<file path="src/rtl/cr_hzd_pkg.sv">
package cr_hzd_pkg;
    localparam int unsigned CR_FIELDS = 8;
    localparam int unsigned DEP_W     = CR_FIELDS + 1;

    typedef enum logic {
        SLOT_FREE = 1'b0,
        SLOT_HELD = 1'b1
    } slot_state_e;
endpackage

</file>
<file path="src/rtl/cr_hzd_slot.sv">
module cr_hzd_slot
    import cr_hzd_pkg::*;
#(
    parameter int unsigned NFLD = CR_FIELDS
) (
    input  logic            clk,
    input  logic            rst_n,
    input  logic            alloc,
    input  logic            retire,
    input  logic [NFLD-1:0] wr_fld,
    output logic            held,
    output logic [NFLD-1:0] pend_fld
);
    slot_state_e     state_q, state_d;
    logic [NFLD-1:0] fld_q;

    // next-state logic: ALLOCATE and RETIRE transitions
    always_comb begin
        state_d = state_q;
        unique case (state_q)
            SLOT_FREE: if (alloc)  state_d = SLOT_HELD;
            SLOT_HELD: if (retire) state_d = SLOT_FREE;
            default:               state_d = SLOT_FREE;
        endcase
    end

    // state register
    always_ff @(posedge clk) begin
        if (!rst_n) begin
            state_q <= SLOT_FREE;
            fld_q   <= '0;
        end else begin
            state_q <= state_d;
            if (state_q == SLOT_FREE && alloc) fld_q <= wr_fld;
        end
    end

    // outputs
    always_comb begin
        held     = (state_q == SLOT_HELD);
        pend_fld = held ? fld_q : '0;
    end

    assert_alloc_free_only_R7: assert property (@(posedge clk) disable iff (!rst_n)
        alloc |-> !held);
    assert_alloc_takes_R7: assert property (@(posedge clk) disable iff (!rst_n)
        alloc |=> held && pend_fld == $past(wr_fld));
    assert_retire_frees_R9: assert property (@(posedge clk) disable iff (!rst_n)
        (held && retire) |=> !held);
    assert_idle_retire_R11: assert property (@(posedge clk) disable iff (!rst_n)
        (!held && retire && !alloc) |=> !held);
endmodule

</file>
<file path="src/rtl/cr_hzd_pick.sv">
module cr_hzd_pick #(
    parameter int unsigned N     = 4,
    localparam int unsigned IW   = (N > 1) ? $clog2(N) : 1
) (
    input  logic [N-1:0]  held,
    output logic          any_free,
    output logic [IW-1:0] free_idx
);
    always_comb begin
        any_free = 1'b0;
        free_idx = '0;
        for (int i = N - 1; i >= 0; i--) begin
            if (!held[i]) begin
                any_free = 1'b1;
                free_idx = IW'(i);
            end
        end
    end
endmodule

</file>
<file path="src/rtl/cr_hzd_sb.sv">
module cr_hzd_sb
    import cr_hzd_pkg::*;
#(
    parameter int unsigned NUM_SLOTS = 4,
    localparam int unsigned SW       = (NUM_SLOTS > 1) ? $clog2(NUM_SLOTS) : 1,
    localparam int unsigned NFLD     = CR_FIELDS,
    localparam int unsigned VW       = DEP_W
) (
    input  logic          clk,
    input  logic          rst_n,
    input  logic          iss_req,
    input  logic [VW-1:0] iss_rd_vec,
    input  logic [VW-1:0] iss_wr_vec,
    output logic          iss_ok,
    output logic [SW-1:0] iss_slot,
    input  logic          cmp_valid,
    input  logic [SW-1:0] cmp_slot
);
    logic [NUM_SLOTS-1:0] held, hit, alloc, retire;
    logic [NFLD-1:0]      pend_fld [NUM_SLOTS];
    logic [NFLD-1:0]      touch_fld;
    logic                 any_free;
    logic                 unused_whole;

    // bit 8 is a pass-through flag for the datapath, not a hazard source
    assign unused_whole = iss_rd_vec[NFLD] ^ iss_wr_vec[NFLD];
    assign touch_fld    = iss_rd_vec[NFLD-1:0] | iss_wr_vec[NFLD-1:0];

    cr_hzd_pick #(.N(NUM_SLOTS)) u_pick (
        .held     (held),
        .any_free (any_free),
        .free_idx (iss_slot)
    );

    for (genvar g = 0; g < NUM_SLOTS; g++) begin : g_slot
        assign hit[g]    = |(touch_fld & pend_fld[g]);
        assign alloc[g]  = iss_req && iss_ok && (iss_slot == SW'(g));
        assign retire[g] = cmp_valid && (cmp_slot == SW'(g));

        cr_hzd_slot #(.NFLD(NFLD)) u_slot (
            .clk      (clk),
            .rst_n    (rst_n),
            .alloc    (alloc[g]),
            .retire   (retire[g]),
            .wr_fld   (iss_wr_vec[NFLD-1:0]),
            .held     (held[g]),
            .pend_fld (pend_fld[g])
        );
    end

    assign iss_ok = any_free && !(|hit);

    // checking aids
    logic [NFLD-1:0] pend_union;
    logic [7:0]      pend_bits;
    always_comb begin
        pend_union = '0;
        pend_bits  = '0;
        for (int k = 0; k < NUM_SLOTS; k++) begin
            pend_union = pend_union | pend_fld[k];
            pend_bits  = pend_bits + 8'($countones(pend_fld[k]));
        end
    end

    assert_reset_free_R1: assert property (@(posedge clk) disable iff (!rst_n)
        $rose(rst_n) |-> (held == '0));
    assert_full_refuse_R8: assert property (@(posedge clk) disable iff (!rst_n)
        (&held) |-> !iss_ok);
    assert_waw_disjoint_R3: assert property (@(posedge clk) disable iff (!rst_n)
        8'($countones(pend_union)) == pend_bits);
    assert_no_issue_without_req_R12: assert property (@(posedge clk) disable iff (!rst_n)
        (!iss_req && !cmp_valid) |=> $stable(held));
endmodule

</file>
<file path="config.mk">
export PLATFORM = sky130hd
export DESIGN_NAME = cr_hzd_sb
export DESIGN_NICKNAME = d
export VERILOG_FILES = /design/src/rtl/cr_hzd_pkg.sv /design/src/rtl/cr_hzd_slot.sv /design/src/rtl/cr_hzd_pick.sv /design/src/rtl/cr_hzd_sb.sv
export SDC_FILE = /design/constraint.sdc
export NUM_CORES = 1
export LEC_CHECK = 0
export BUFFER_PORTS_ARGS = -buffer_cell sky130_fd_sc_hd__buf_2
export CAP_MARGIN = 0
export CORE_ASPECT_RATIO = 0.5
export CORE_MARGIN = 1
export CORE_UTILIZATION = 38
export DETAILED_ROUTE_END_ITERATION = 16
export PLACE_DENSITY = 0.59
export SETUP_SLACK_MARGIN = 0.5
export SKIP_LAST_GASP = 1
export SYNTH_ARGS = -nofsm -noshare
export SYNTH_HDL_FRONTEND = slang
export SYNTH_SLANG_ARGS = --single-unit
</file>
<file path="constraint.sdc">
create_clock -name clk -period 2 [get_ports clk]
set_input_delay 0.3 -clock clk [delete_from_list [all_inputs] [get_ports clk]]
set_output_delay 0.3 -clock clk [all_outputs]
set_load 0.01 [all_outputs]
</file>
Word level (Yosys, flattened, before mapping)
Cells that the tools add are included.

cells by class
  equality and inequality tests = 6
  multiplexer cells = 24
  bitwise gates (word level) = 9
  reduce and logical (&&, ||, !) cells = 18

operators by type and width
  operator                                       number
  AND 8 bit                                      4
  two-way mux 8 bit                              4
  OR reduction 32 bit                            1
  logical AND 1 bit                              14
  two-way mux 1 bit                              12
  == test 2 bit, second input constant           4
  two-way mux 2 bit                              4
  bitwise OR 8 bit                               1
  case mux 1 bit (2 select lines)                4
  == test 2 x 1 -> 1 bit, second input constant  2
  zero test 2 bit                                2
  NOT 1 bit                                      4
  zero test 1 bit                                1

storage, ports and cells
  flip-flop bits (word level) = 36
  input port bits = 24
  output and inout bits = 3
  word-level logic and storage cells = 65

Longest topological paths before layout
Gate-level depths: netlist of the first run.

  depth in word-level cells = 9
  gate-level depth with buffers = 8
  depth with buffers taken out = 6

By module
Synthesis of the first run repeated with hierarchy kept, for this count alone.

second synthesis, totals
  cell total of the unflattened synthesis = 235
  area, all modules = 2034.5 µm²

by module, submodules not included
  module       instances  cells an instance  area each (µm²)  sequential area each (µm²)
  cr_hzd_slot  4          48                 439.2            180.2
  cr_hzd_sb    1          38                 249.0            0.0
  cr_hzd_pick  1          5                  28.8             0.0

Worst setup path after synthesis of the first run
OpenSTA, ideal clock, no wires.

  path type = register to register
  from = reg g_slot[1].u_slot.state_q
  to = reg g_slot[1].u_slot.fld_q[0]
  library setup time = 120 ps
  data arrival time = 1627 ps
  required time = 1880 ps
  path slack = 253 ps
  stages on the path, launching flop included = 9
  buffers on the path = 2
  period minus slack after synthesis = 1747 ps
  cells stage by stage = dfxtp_1 buf_2 a22oi_1 o221ai_1 nor4_2 and2_1 nand4_1 buf_6 mux2i_1

between the ends
  longest elaborated chain between the ends = 8
  elaborated cells between the ends (all ways) = 14
  classes of those cells = 1 x eq/ne; 5 x mux; 2 x bitwise; 6 x reduce/logical

ends and longest elaborated chain
  what                            RTL line           RTL
  start, declared                 cr_hzd_slot.sv:14  slot_state_e state_q, state_d;
  start signal, assigned          cr_hzd_slot.sv:33  state_q <= state_d;
  two-way mux 8 bit               cr_hzd_slot.sv:41  pend_fld = held ? fld_q : '0;
  AND 8 bit                       cr_hzd_sb.sv:36    assign hit[g] = |(touch_fld & pend_fld[g]);
  OR reduction 32 bit             cr_hzd_sb.sv:51    assign iss_ok = any_free && !(|hit);
  zero test 1 bit                 cr_hzd_sb.sv:51
  logical AND 1 bit               cr_hzd_sb.sv:51
  logical AND 1 bit (2 in a row)  cr_hzd_sb.sv:37    assign alloc[g] = iss_req && iss_ok && (iss_slot == SW'(g));
  logical AND 1 bit *             cr_hzd_slot.sv:34  if (state_q == SLOT_FREE && alloc) fld_q <= wr_fld;
  end signal, assigned            cr_hzd_slot.sv:34
  end, declared                   cr_hzd_slot.sv:15  logic [NFLD-1:0] fld_q;

Mark *: on every way between the ends. The rest lies on a longest branch, timed or not.
A chain may end at the register's enable or synchronous reset.

Final worst setup path of the first run
  from = reg g_slot[1].u_slot.state_q
  to = out iss_ok

between the ends
  longest elaborated chain between the ends = 5
  elaborated cells between the ends (all ways) = 7
  classes of those cells = 3 x mux; 1 x bitwise; 3 x reduce/logical

ends and longest elaborated chain
  what                 RTL line           RTL
  two-way mux 8 bit    cr_hzd_slot.sv:41
  AND 8 bit            cr_hzd_sb.sv:36
  OR reduction 32 bit  cr_hzd_sb.sv:51
  zero test 1 bit      cr_hzd_sb.sv:51
  logical AND 1 bit *  cr_hzd_sb.sv:51
  end, declared        cr_hzd_sb.sv:14    output logic iss_ok,

Marked as above.

==> out/summary.txt, run 1 <==
Syn Inst Count -> 191
leakage -> 0.931 nW
share of cells above drive strength 1 -> 26.3%
area grow syn2layout -> 25.9%
xor/xnor cell area share of the yosys netlist -> 0%
number of flops mapped to enable cells by yosys -> 0
first-pass GRT wire length -> 7010 um
GR Util met1 -> 28.6%
CTS tree -> built
Final Wtd Congestion -> 0.845
largest net degree at the start of global routing -> 36
post-route ant nets -> 0
Reg area -> 723 um^2
clock buffer count from CTS -> 5
Chip Height -> 48.7 um
per-cell routed wire length -> 14.7 um
fin crit share -> 102%
largest family of logic cells by synthesized area -> multiplexers
vias per inst -> 5.23
worst setup margin -> -31.0 ps
Max H-tree Level -> 2
Max Slew Vio Count -> 0
HP Class -> in2reg
mux share of post-synthesis cell area -> 19.4%
Layout Skew -> 4.20 ps
main flop type after synthesis -> dfxtp_1
core area -> 4040 um^2
gr busiest metal -> met2
Cell Count, Final, Fillers Out -> 282
Design Area, Final -> 2080 um^2
met3 Usage GRT -> 5.19%
Final Hold Fails -> 0
GR Overflow Total -> 0
filler cell count -> 395
register area share after synthesis -> 43.6%
CTS max path bufs -> 2
die area -> 4640 um^2
initial DRC count -> 111
IO Pins -> 27
clock root buffer -> clkbuf_8
status -> finished with violations
CP startpoint kind -> register
post-synthesis cell area -> 1650 um^2
Synth Area in Compound Gates -> 15.8%
worst vdd ir -> 276 uV
postcts setup bufs -> 0
max_slew headroom -> 58.6%
Fmax -> 492 MHz
Post-CTS Hold Buffers -> 0
drt pass-1 iters -> 4
Worst Path Required -> 1700 ps
max_cap viols -> 0
crit-path max FO -> 10
Total Wirelength -> 4140 um
Adder-Cell Fraction of Synth Area -> 0%
Clock transition at path regs -> 70 ps
drc violations -> 0
Seq cells post-synth -> 36
die span in x -> 95.3 um
Synth cell types -> 28
clk sinks -> 36
WP data arrival -> 1730 ps
syn nets -> 215
area occupied by multi-input gates -> 916 um^2
Synth warnings -> 0
crit path kind -> reg2out
DR vias -> 1476
Setup violations, final -> 1
dpl cells -> 274
vias in the first global route -> 1468
post-detail-place hpwl -> 3080 um
failing checks -> negative setup slack
Slew @ Worst Pin -> 621 ps
worst skew pair latency -> 290 ps
Crit. End Element -> primary output
DP Area -> 1920 um^2
Port Buffer Count -> 24
post-synthesis simple-gate area fraction -> 17.4%
Global Route Usage Sum -> 20.6%
RSZ-0062 raised after global routing -> true
Layout Nets -> 251
P per Cell Area -> 757 nW/um^2
FP Rows -> 16
Final Critical Period -> 2030 ps
Synth Area per Inst -> 8.66 um^2
ys async rst share -> 0%
Initial Utilization -> 40.9%
met2 Use GR -> 30.5%
initial antenna violation count -> 0
Antenna diodes -> 0
==> final cells by class <==
| class | count | area share [%] |
|---|---|---|
| Clock buffer | 8 | 4.32 |
| Sequential cell | 36 | 34.7 |
| Inverter | 3 | 0.541 |
| Timing Repair Buffer | 39 | 13.2 |
| Tap cell | 54 | 3.24 |
| Multi-Input combinational cell | 142 | 44.0 |
==> report_power, final <==
part	leakage (nW)	total [W]	switching, W	internal [W]
sequential	0.293	0.000772	0.0000191	0.000753
combinational	0.593	0.000275	0.000147	0.000128
clock	0.0455	0.000529	0.000249	0.000281
==> cell families (layout without fill, tap and decap cells) <==
kind of cell	count (synthesis)	in the layout
AO/OA/AOI/OAI	43	43
buffers and inverters	13	50
flip-flops	36	36
multiplexers	32	32
AND/OR/NAND/NOR	67	67
==> worst max-delay path, cell delays in order (launching register included) <==
cell and delay, ps:
dfxtp_2 340, buf_12 140, a22oi_1 220, o22ai_1 150, nor4_2 250, nand3_1 120, nor2_2 90, buf_2 130
==> Yosys cell counts (2+ instances only) <==
| cell | number | share of area (%) |
|---|---|---|
| a21boi_0 | 3 | 1.4 |
| a21oi_1 | 2 | 0.61 |
| a22oi_1 | 5 | 2.3 |
| buf_2 | 3 | 0.91 |
| clkbuf_1 | 5 | 1.1 |
| dfxtp_1 | 36 | 44 |
| inv_1 | 3 | 0.68 |
| mux2i_1 | 32 | 19 |
| nand2_1 | 45 | 10 |
| nand2b_1 | 2 | 0.76 |
| nand3_1 | 2 | 0.61 |
| nand4_1 | 4 | 1.5 |
| nor2_1 | 8 | 1.8 |
| nor3_1 | 3 | 0.91 |
| o211ai_1 | 2 | 0.91 |
| o21ai_0 | 23 | 7.0 |
| o22ai_1 | 2 | 0.76 |
==> repair_timing <==
item,in CTS,in global routing
setup endpoints to repair,38,39
pin swaps,4,1
gates resized for setup,14,8
==> final timing paths <==
kind                                                          endpoint  cells past startpoint  slack [ps]                                    from
worst max-delay path                                            iss_ok                      7         -30        g_slot[1].u_slot.held$_SDFF_PN0_
worst min-delay path                  g_slot[1].u_slot.held$_SDFF_PN0_                      3         360                             cmp_slot[1]
worst max register to register  g_slot[3].u_slot.fld_q[4]$_SDFFE_PN0P_                      7          80        g_slot[1].u_slot.held$_SDFF_PN0_
worst min register to register  g_slot[3].u_slot.fld_q[3]$_SDFFE_PN0P_                      2         460  g_slot[3].u_slot.fld_q[3]$_SDFFE_PN0P_
==> per-layer routing <==
| metal | part of all wire [%] | vias up | wire (um) |
|---|---|---|---|
| li1 | - | 751 | - |
| met1 | 51 | 693 | 2130 |
| met2 | 43 | 25 | 1800 |
| met3 | 3.8 | 7 | 157 |
| met4 | 1.4 | 0 | 57 |
| met5 | 0 | - | 0 |
==> state kept, by name (all words and copies together), names as in the netlist <==
signal,cells
g_slot.u_slot.held,4
g_slot.u_slot.fld_q,32
==> cell usage in the layout (no fill, tap or decap), drive strengths merged, types with 3 or more instances in the layout <==
master  synthesis  layout
nand2          45      45
buf             5      39
dfxtp          36      36
mux2i          32      32
o21ai          23      23
nor2            8       8
clkbuf          5       8
a22oi           5       5
nand4           4       4
a21boi          4       4
inv             3       3
nor3            3       3
==> through the flow <==
stage | total power (W) | util, % | TNS (ps) | worst slack, ps | hold WS (ps)
floorplan | 0.000938 | - | 0 | 377 | 431
global placement | 0.00103 | 47.5 | 0 | 5.33 | 439
detailed placement | 0.00103 | 47.5 | -17.6 | -7.35 | 450
CTS | 0.00158 | 51.0 | -46.3 | -46.3 | 355
global route | 0.00167 | 51.5 | -397 | -146 | 383
finish | 0.00158 | 51.5 | -31.0 | -31.0 | 358
No activity file was read; power rests on OpenSTA's default activity.
==> inputs of run 2 (changes only) <==
--- a/config.mk
+++ b/config.mk
@@ -13,6 +13,7 @@
 export DETAILED_ROUTE_END_ITERATION = 16
 export PLACE_DENSITY = 0.59
 export SETUP_SLACK_MARGIN = 0.5
+export SKIP_CTS_REPAIR_TIMING = 1
 export SKIP_LAST_GASP = 1
 export SYNTH_ARGS = -nofsm -noshare
 export SYNTH_HDL_FRONTEND = slang
==> run 2 against run 1 <==
Against the previous run: first-iteration DRC count shrank 43%; routed wire length rose by 0.29%; count of clock-buffer cells in the layout did not move; critical path depth is 1 lower; die area is the same; highest routed layer unchanged; the flow still finishes with violations (negative setup slack); design area fell by 0.96%.
==> out/summary.txt, run 2 (synthesis results as in run 1) <==
Max H-tree Level -> 2 (unchanged)
die span in x -> 95.3 um (unchanged)
Clock transition at path regs -> 70 ps (about the same)
Crit. End Element -> primary output (unchanged)
worst setup margin -> -29.3 ps (was -31.0 ps)
setup TNS -> -29.3 ps (was -31.0 ps)
status -> finished with violations (unchanged)
CTS max path bufs -> 2 (unchanged)
commonest non-fill, non-tap cell in the layout -> nand2_1 (unchanged)
Layout Skew -> 3.99 ps (was 4.20 ps)
filler cell count -> 395 (unchanged)
worst skew pair latency -> 290 ps (about the same)
Design Area, Final -> 2060 um^2 (was 2080 um^2)
Layout Nets -> 251 (unchanged)
IO Pins -> 27 (unchanged)
failing checks -> negative setup slack (unchanged)
CP max stage cell -> a222oi_1 (was dfxtp_2)
die area -> 4640 um^2 (unchanged)
FP Rows -> 16 (unchanged)
post-detail-place hpwl -> 3080 um (unchanged)
final core utilization -> 51.0% (was 51.5%)
clock buffer count from CTS -> 5 (unchanged)
R2R Setup Slk -> 50 ps (was 80 ps)
Initial Utilization -> 40.9% (unchanged)
WHS Path Cells -> 3 (unchanged)
RSZ-0062 raised after global routing -> true (unchanged)
cells along the critical path -> a222oi_1 > o221ai_1 > nor4_2 > nand3_1 > nor2_2 > buf_2 (was buf_12 > a22oi_1 > o22ai_1 > nor4_2 > nand3_1 > nor2_2 > buf_2)
post-route ant nets -> 0 (unchanged)
first-pass GRT wire length -> 6980 um (was 7010 um)
Hold Crit Endpoint -> g_slot[1].u_slot.held$_SDFF_PN0_ (unchanged)
Max Slew Vio Count -> 0 (unchanged)
clk sinks -> 36 (unchanged)
vias in the first global route -> 1469 (was 1468)
HP Class -> in2reg (unchanged)
DP Area -> 1920 um^2 (unchanged)
worst vdd ir -> 279 uV (was 276 uV)
Cell Count, Final, Fillers Out -> 282 (unchanged)
Total Wirelength -> 4160 um (was 4140 um)
worst-case reg-to-reg path depth -> 7 (unchanged)
GR Overflow Total -> 0 (unchanged)
Fmax -> 493 MHz (was 492 MHz)
CP max stage delay -> 350 ps (was 340 ps)
CP startpoint kind -> register (unchanged)
drt pass-1 iters -> 4 (unchanged)
hold wc startpoint -> cmp_slot[1] (unchanged)
Port Buffer Count -> 24 (unchanged)
CTS tree -> built (unchanged)
hold_ws -> 358 ps (about the same)
WP data arrival -> 1730 ps (about the same)
Final Hold Fails -> 0 (unchanged)
commonest non-fill, non-tap cells in the layout -> nand2_1, dfxtp_1, mux2i_1, buf_2, o21ai_0 (unchanged)
Slew @ Worst Pin -> 612 ps (was 621 ps)
worst r2r src -> g_slot[1].u_slot.held$_SDFF_PN0_ (unchanged)
initial antenna violation count -> 0 (unchanged)
reg2reg end -> g_slot[3].u_slot.fld_q[4]$_SDFFE_PN0P_ (unchanged)
drc violations -> 0 (unchanged)
per-cell routed wire length -> 14.7 um (about the same)
Final Wtd Congestion -> 0.845 (unchanged)
Largest register FFs -> 32 (unchanged)
fin crit share -> 101% (was 102%)
leakage -> 0.924 nW (was 0.931 nW)
largest reg by FF count -> g_slot.u_slot.fld_q (unchanged)
DR vias -> 1480 (was 1476)
crit path kind -> reg2out (unchanged)
initial DRC count -> 63 (was 111)
Chip Height -> 48.7 um (unchanged)
largest net degree at the start of global routing -> 36 (unchanged)
Antenna diodes -> 0 (unchanged)
core area -> 4040 um^2 (unchanged)
Global Route Usage Sum -> 20.4% (was 20.6%)
Worst Path Required -> 1700 ps (about the same)
crit-path max FO -> 2 (was 10)
dpl cells -> 274 (unchanged)
clock root buffer -> clkbuf_8 (unchanged)
vias per inst -> 5.25 (was 5.23)
max_slew headroom -> 59.2% (was 58.6%)
area grow syn2layout -> 24.7% (was 25.9%)
share of cells above drive strength 1 -> 25.4% (was 26.3%)
Final Critical Period -> 2030 ps (about the same)
max_cap viols -> 0 (unchanged)
P per Cell Area -> 764 nW/um^2 (was 757 nW/um^2)
Setup violations, final -> 1 (unchanged)
run 2: through the flow:
step | setup slack [ps] | total power, W
finish | -29.3 | 0.00158
global placement | 5.33 | 0.00103
CTS | -55.6 | 0.00156
floorplan | 377 | 0.000938
detailed placement | -7.35 | 0.00103
global route | -146 | 0.00166
run 2: critical path: cells and delay by family (launching register included):
family / cells / cell delay, ps
flip-flops: 1 / 340
buffers and inverters: 1 / 130
AND/OR/NAND/NOR: 3 / 410
AO/OA/AOI/OAI: 2 / 560
run 2: layout make-up:
cell class	count	area, um^2	share of cell area, %
Sequential cell	36	723	35.1
Multi-Input combinational cell	142	911	44.1
Timing Repair Buffer	39	260	12.6
Clock buffer	8	90.1	4.37
Tap cell	54	67.6	3.27
Inverter	3	11.3	0.546
run 2: metal layers:
metal  up-vias  part of all wire [%]  wire, um  global-route usage (%)
met5         -                     0         0                       0
met4         0                   1.4        57                    7.58
met3         7                   3.7       155                    5.19
met2        32                    43      1790                    30.7
met1       690                    52      2150                    28.1
li1        751                     -         -                       -
run 2: where the power goes:
group / leakage, nW / internal [W] / switching (W) / total [W]
Clock: 0.0455 / 0.000281 / 0.000253 / 0.000534
Combinational: 0.586 / 0.000125 / 0.000147 / 0.000271
Sequential: 0.293 / 0.000753 / 0.0000189 / 0.000772
run 2: worst max-delay path by stage:
stage	to	cells after the start	startpoint	slack, ps
3_3_place_gp	g_slot[3].u_slot.fld_q[3]$_SDFFE_PN0P_	8	iss_wr_vec[2]	5
5_1_grt	iss_ok	6	g_slot[1].u_slot.held$_SDFF_PN0_	-150
3_5_place_dp	g_slot[3].u_slot.fld_q[1]$_SDFFE_PN0P_	8	iss_wr_vec[2]	-7
2_1_floorplan	g_slot[3].u_slot.fld_q[0]$_SDFFE_PN0P_	7	g_slot[1].u_slot.held$_SDFF_PN0_	380
6_report	iss_ok	6	g_slot[1].u_slot.held$_SDFF_PN0_	-30
4_1_cts	iss_ok	6	g_slot[1].u_slot.held$_SDFF_PN0_	-60
==> inputs of run 3 (changes only) <==
--- a/config.mk
+++ b/config.mk
@@ -5,13 +5,13 @@
 export SDC_FILE = /design/constraint.sdc
 export NUM_CORES = 1
 export LEC_CHECK = 0
-export BUFFER_PORTS_ARGS = -buffer_cell sky130_fd_sc_hd__buf_2
 export CAP_MARGIN = 0
 export CORE_ASPECT_RATIO = 0.5
 export CORE_MARGIN = 1
 export CORE_UTILIZATION = 38
 export DETAILED_ROUTE_END_ITERATION = 16
-export PLACE_DENSITY = 0.59
+export DONT_BUFFER_PORTS = 1
+export PLACE_DENSITY = 0.54
 export SETUP_SLACK_MARGIN = 0.5
 export SKIP_CTS_REPAIR_TIMING = 1
 export SKIP_LAST_GASP = 1
==> run 3 against run 2 <==
Against the previous run: design area is 4.6% lower; flip-flop and latch count unchanged; clock skew decreased by 1.8 ps; routed wire length is 2.0% lower; total power shrank 4.3%; first-iteration DRC count is 24% lower; the flow now finishes without violations; sequential share of layout area rose by 1.6 points; global-route usage down 0.96 points.
==> out/summary.txt, run 3 (synthesis results as in run 1) <==
crit path kind -> reg2out (unchanged)
total length of routed met2 wires -> 1690 um (was 1790 um)
WP data arrival -> 1650 ps (was 1730 ps)
post-route ant nets -> 0 (unchanged)
Design Area, Final -> 1970 um^2 (was 2060 um^2)
crit-path max FO -> 3 (was 2)
FP Rows -> 16 (unchanged)
Setup violations, final -> 0 (was 1)
commonest non-fill, non-tap cells in the layout -> nand2_1, dfxtp_1, mux2i_1, o21ai_0, buf_4 (was nand2_1, dfxtp_1, mux2i_1, buf_2, o21ai_0)
CTS tree -> built (unchanged)
Antenna diodes -> 0 (unchanged)
core area -> 4040 um^2 (unchanged)
Highest Signal Layer -> met4 (unchanged)
Layout Nets -> 226 (was 251)
vias per inst -> 5.33 (was 5.25)
Largest register FFs -> 32 (unchanged)
CTS max path bufs -> 2 (unchanged)
die span in x -> 95.3 um (unchanged)
drc violations -> 0 (unchanged)
Worst Path Required -> 1700 ps (about the same)
Slew @ Worst Pin -> 370 ps (was 612 ps)
post-detail-place hpwl -> 2980 um (was 3080 um)
Max Slew Vio Count -> 0 (unchanged)
worst vdd ir -> 310 uV (was 279 uV)
initial antenna violation count -> 0 (unchanged)
Global Route Usage Sum -> 19.5% (was 20.4%)
largest reg by FF count -> g_slot.u_slot.fld_q (unchanged)
Reg area -> 722 um^2 (was 723 um^2)
pre-CTS setup slack -> 96.1 ps (was -7.35 ps)
status -> completed (was finished with violations)
largest net degree at the start of global routing -> 45 (was 36)
WHS Path Cells -> 1 (was 3)
DP Area -> 1780 um^2 (was 1920 um^2)
worst setup margin -> 54.7 ps (was -29.3 ps)
P per Cell Area -> 767 nW/um^2 (was 764 nW/um^2)
CP bufs+invs -> 0 (was 1)
clock root buffer -> clkbuf_8 (unchanged)
area grow syn2layout -> 19.0% (was 24.7%)
Max H-tree Level -> 2 (unchanged)
Clock transition at path regs -> 70 ps (about the same)
drt pass-1 iters -> 4 (unchanged)
max_slew headroom -> 75.1% (was 59.2%)
IO Pins -> 27 (unchanged)
CP top delay family -> compound AO/OA/AOI/OAI gates (unchanged)
Initial Utilization -> 40.9% (unchanged)
Port Buffer Count -> 0 (was 24)
filler cell count -> 401 (was 395)
Crit. End Element -> primary output (unchanged)
GR Overflow Total -> 0 (unchanged)
first-pass GRT wire length -> 6720 um (was 6980 um)
Total Wirelength -> 4070 um (was 4160 um)
CP max stage cell -> a222oi_1 (unchanged)
worst-case reg-to-reg path depth -> 7 (unchanged)
DR vias -> 1370 (was 1480)
Final Hold Fails -> 0 (unchanged)
HP Class -> in2reg (unchanged)
CP max stage delay -> 370 ps (was 350 ps)
Chip Height -> 48.7 um (unchanged)
fin crit share -> 97.3% (was 101%)
RSZ-0062 raised after global routing -> true (unchanged)
leakage -> 0.818 nW (was 0.924 nW)
cells along the critical path -> a222oi_1 > o221ai_2 > nor4_2 > nand3_1 > nor2_2 (was a222oi_1 > o221ai_1 > nor4_2 > nand3_1 > nor2_2 > buf_2)
initial DRC count -> 48 (was 63)
CP startpoint kind -> register (unchanged)
worst r2r src -> g_slot[1].u_slot.held$_SDFF_PN0_ (unchanged)
max_cap viols -> 0 (unchanged)
Fmax -> 514 MHz (was 493 MHz)
Final Critical Period -> 1950 ps (was 2030 ps)
vias in the first global route -> 1346 (was 1469)
clock buffer count from CTS -> 5 (unchanged)
worst skew pair latency -> 280 ps (was 290 ps)
met1 wire length -> 2110 um (was 2150 um)
R2R Setup Slk -> 70 ps (was 50 ps)
met3 wire length -> 237 um (was 155 um)
commonest non-fill, non-tap cell in the layout -> nand2_1 (unchanged)
die area -> 4640 um^2 (unchanged)
per-cell routed wire length -> 15.8 um (was 14.7 um)
Final Wtd Congestion -> 0.797 (was 0.845)
reg2reg end -> g_slot[3].u_slot.fld_q[3]$_SDFFE_PN0P_ (was g_slot[3].u_slot.fld_q[4]$_SDFFE_PN0P_)
Layout Skew -> 2.21 ps (was 3.99 ps)
clk sinks -> 36 (unchanged)
share of cells above drive strength 1 -> 19.2% (was 25.4%)
Hold Crit Endpoint -> g_slot[3].u_slot.held$_SDFF_PN0_ (was g_slot[1].u_slot.held$_SDFF_PN0_)
area occupied by multi-input gates -> 953 um^2 (was 911 um^2)
hold wc startpoint -> rst_n (was cmp_slot[1])
## run 3: cell count changes in the layout (fill, tap and decap cells not counted), sizes merged
| cell | previous run | this run |
|---|---|---|
| buf | 39 | 14 |
## run 3: layer usage
metal  vias up  GRT usage (%)
met5         -              0
met4         0           3.79
met3         4           5.66
met2        26           27.1
met1       646           29.3
li1        694              -
## run 3: where the power goes
part / leakage, nW / total [W] / switching, W / internal, W
sequential: 0.292 / 0.000773 / 0.0000203 / 0.000752
clock: 0.0455 / 0.000524 / 0.000243 / 0.000281
combinational: 0.480 / 0.000213 / 0.000117 / 0.0000959
total: 0.818 / 0.00151 / 0.000380 / 0.00113
## run 3: cell type report
type | instances | share of cell area [%]
clock buffer | 8 | 4.58
inverter | 3 | 0.572
multi-input combinational | 142 | 48.4
sequential | 36 | 36.7
tap | 54 | 3.43
timing repair buffer | 14 | 6.29
## run 3: worst max path at each step
| stage | start | endpoint | slack [ps] | cells after the start |
|---|---|---|---|---|
| 2_1_floorplan | g_slot[1].u_slot.held$_SDFF_PN0_ | g_slot[3].u_slot.fld_q[0]$_SDFFE_PN0P_ | 380 | 7 |
| 3_3_place_gp | g_slot[1].u_slot.held$_SDFF_PN0_ | g_slot[3].u_slot.fld_q[2]$_SDFFE_PN0P_ | 140 | 8 |
| 3_5_place_dp | g_slot[1].u_slot.held$_SDFF_PN0_ | g_slot[3].u_slot.fld_q[3]$_SDFFE_PN0P_ | 100 | 8 |
| 4_1_cts | g_slot[1].u_slot.held$_SDFF_PN0_ | iss_ok | -10 | 6 |
| 5_1_grt | g_slot[1].u_slot.held$_SDFF_PN0_ | iss_ok | -40 | 6 |
| 6_report | g_slot[1].u_slot.held$_SDFF_PN0_ | iss_ok | 50 | 5 |
## run 3: through the flow
stage / power (W) / TNS (ps) / hold slack [ps] / util, % / std cells
after floorplan: 0.000938 / 0 / 431 / - / 191
after global placement: 0.000977 / 0 / 426 / 44.1 / 249
after detailed placement: 0.000977 / 0 / 433 / 44.1 / 249
after CTS: 0.00151 / -11.9 / 137 / 46.3 / 257
after global routing: 0.00159 / -80.4 / 140 / 48.7 / 257
final: 0.00151 / 0 / 155 / 48.7 / 257
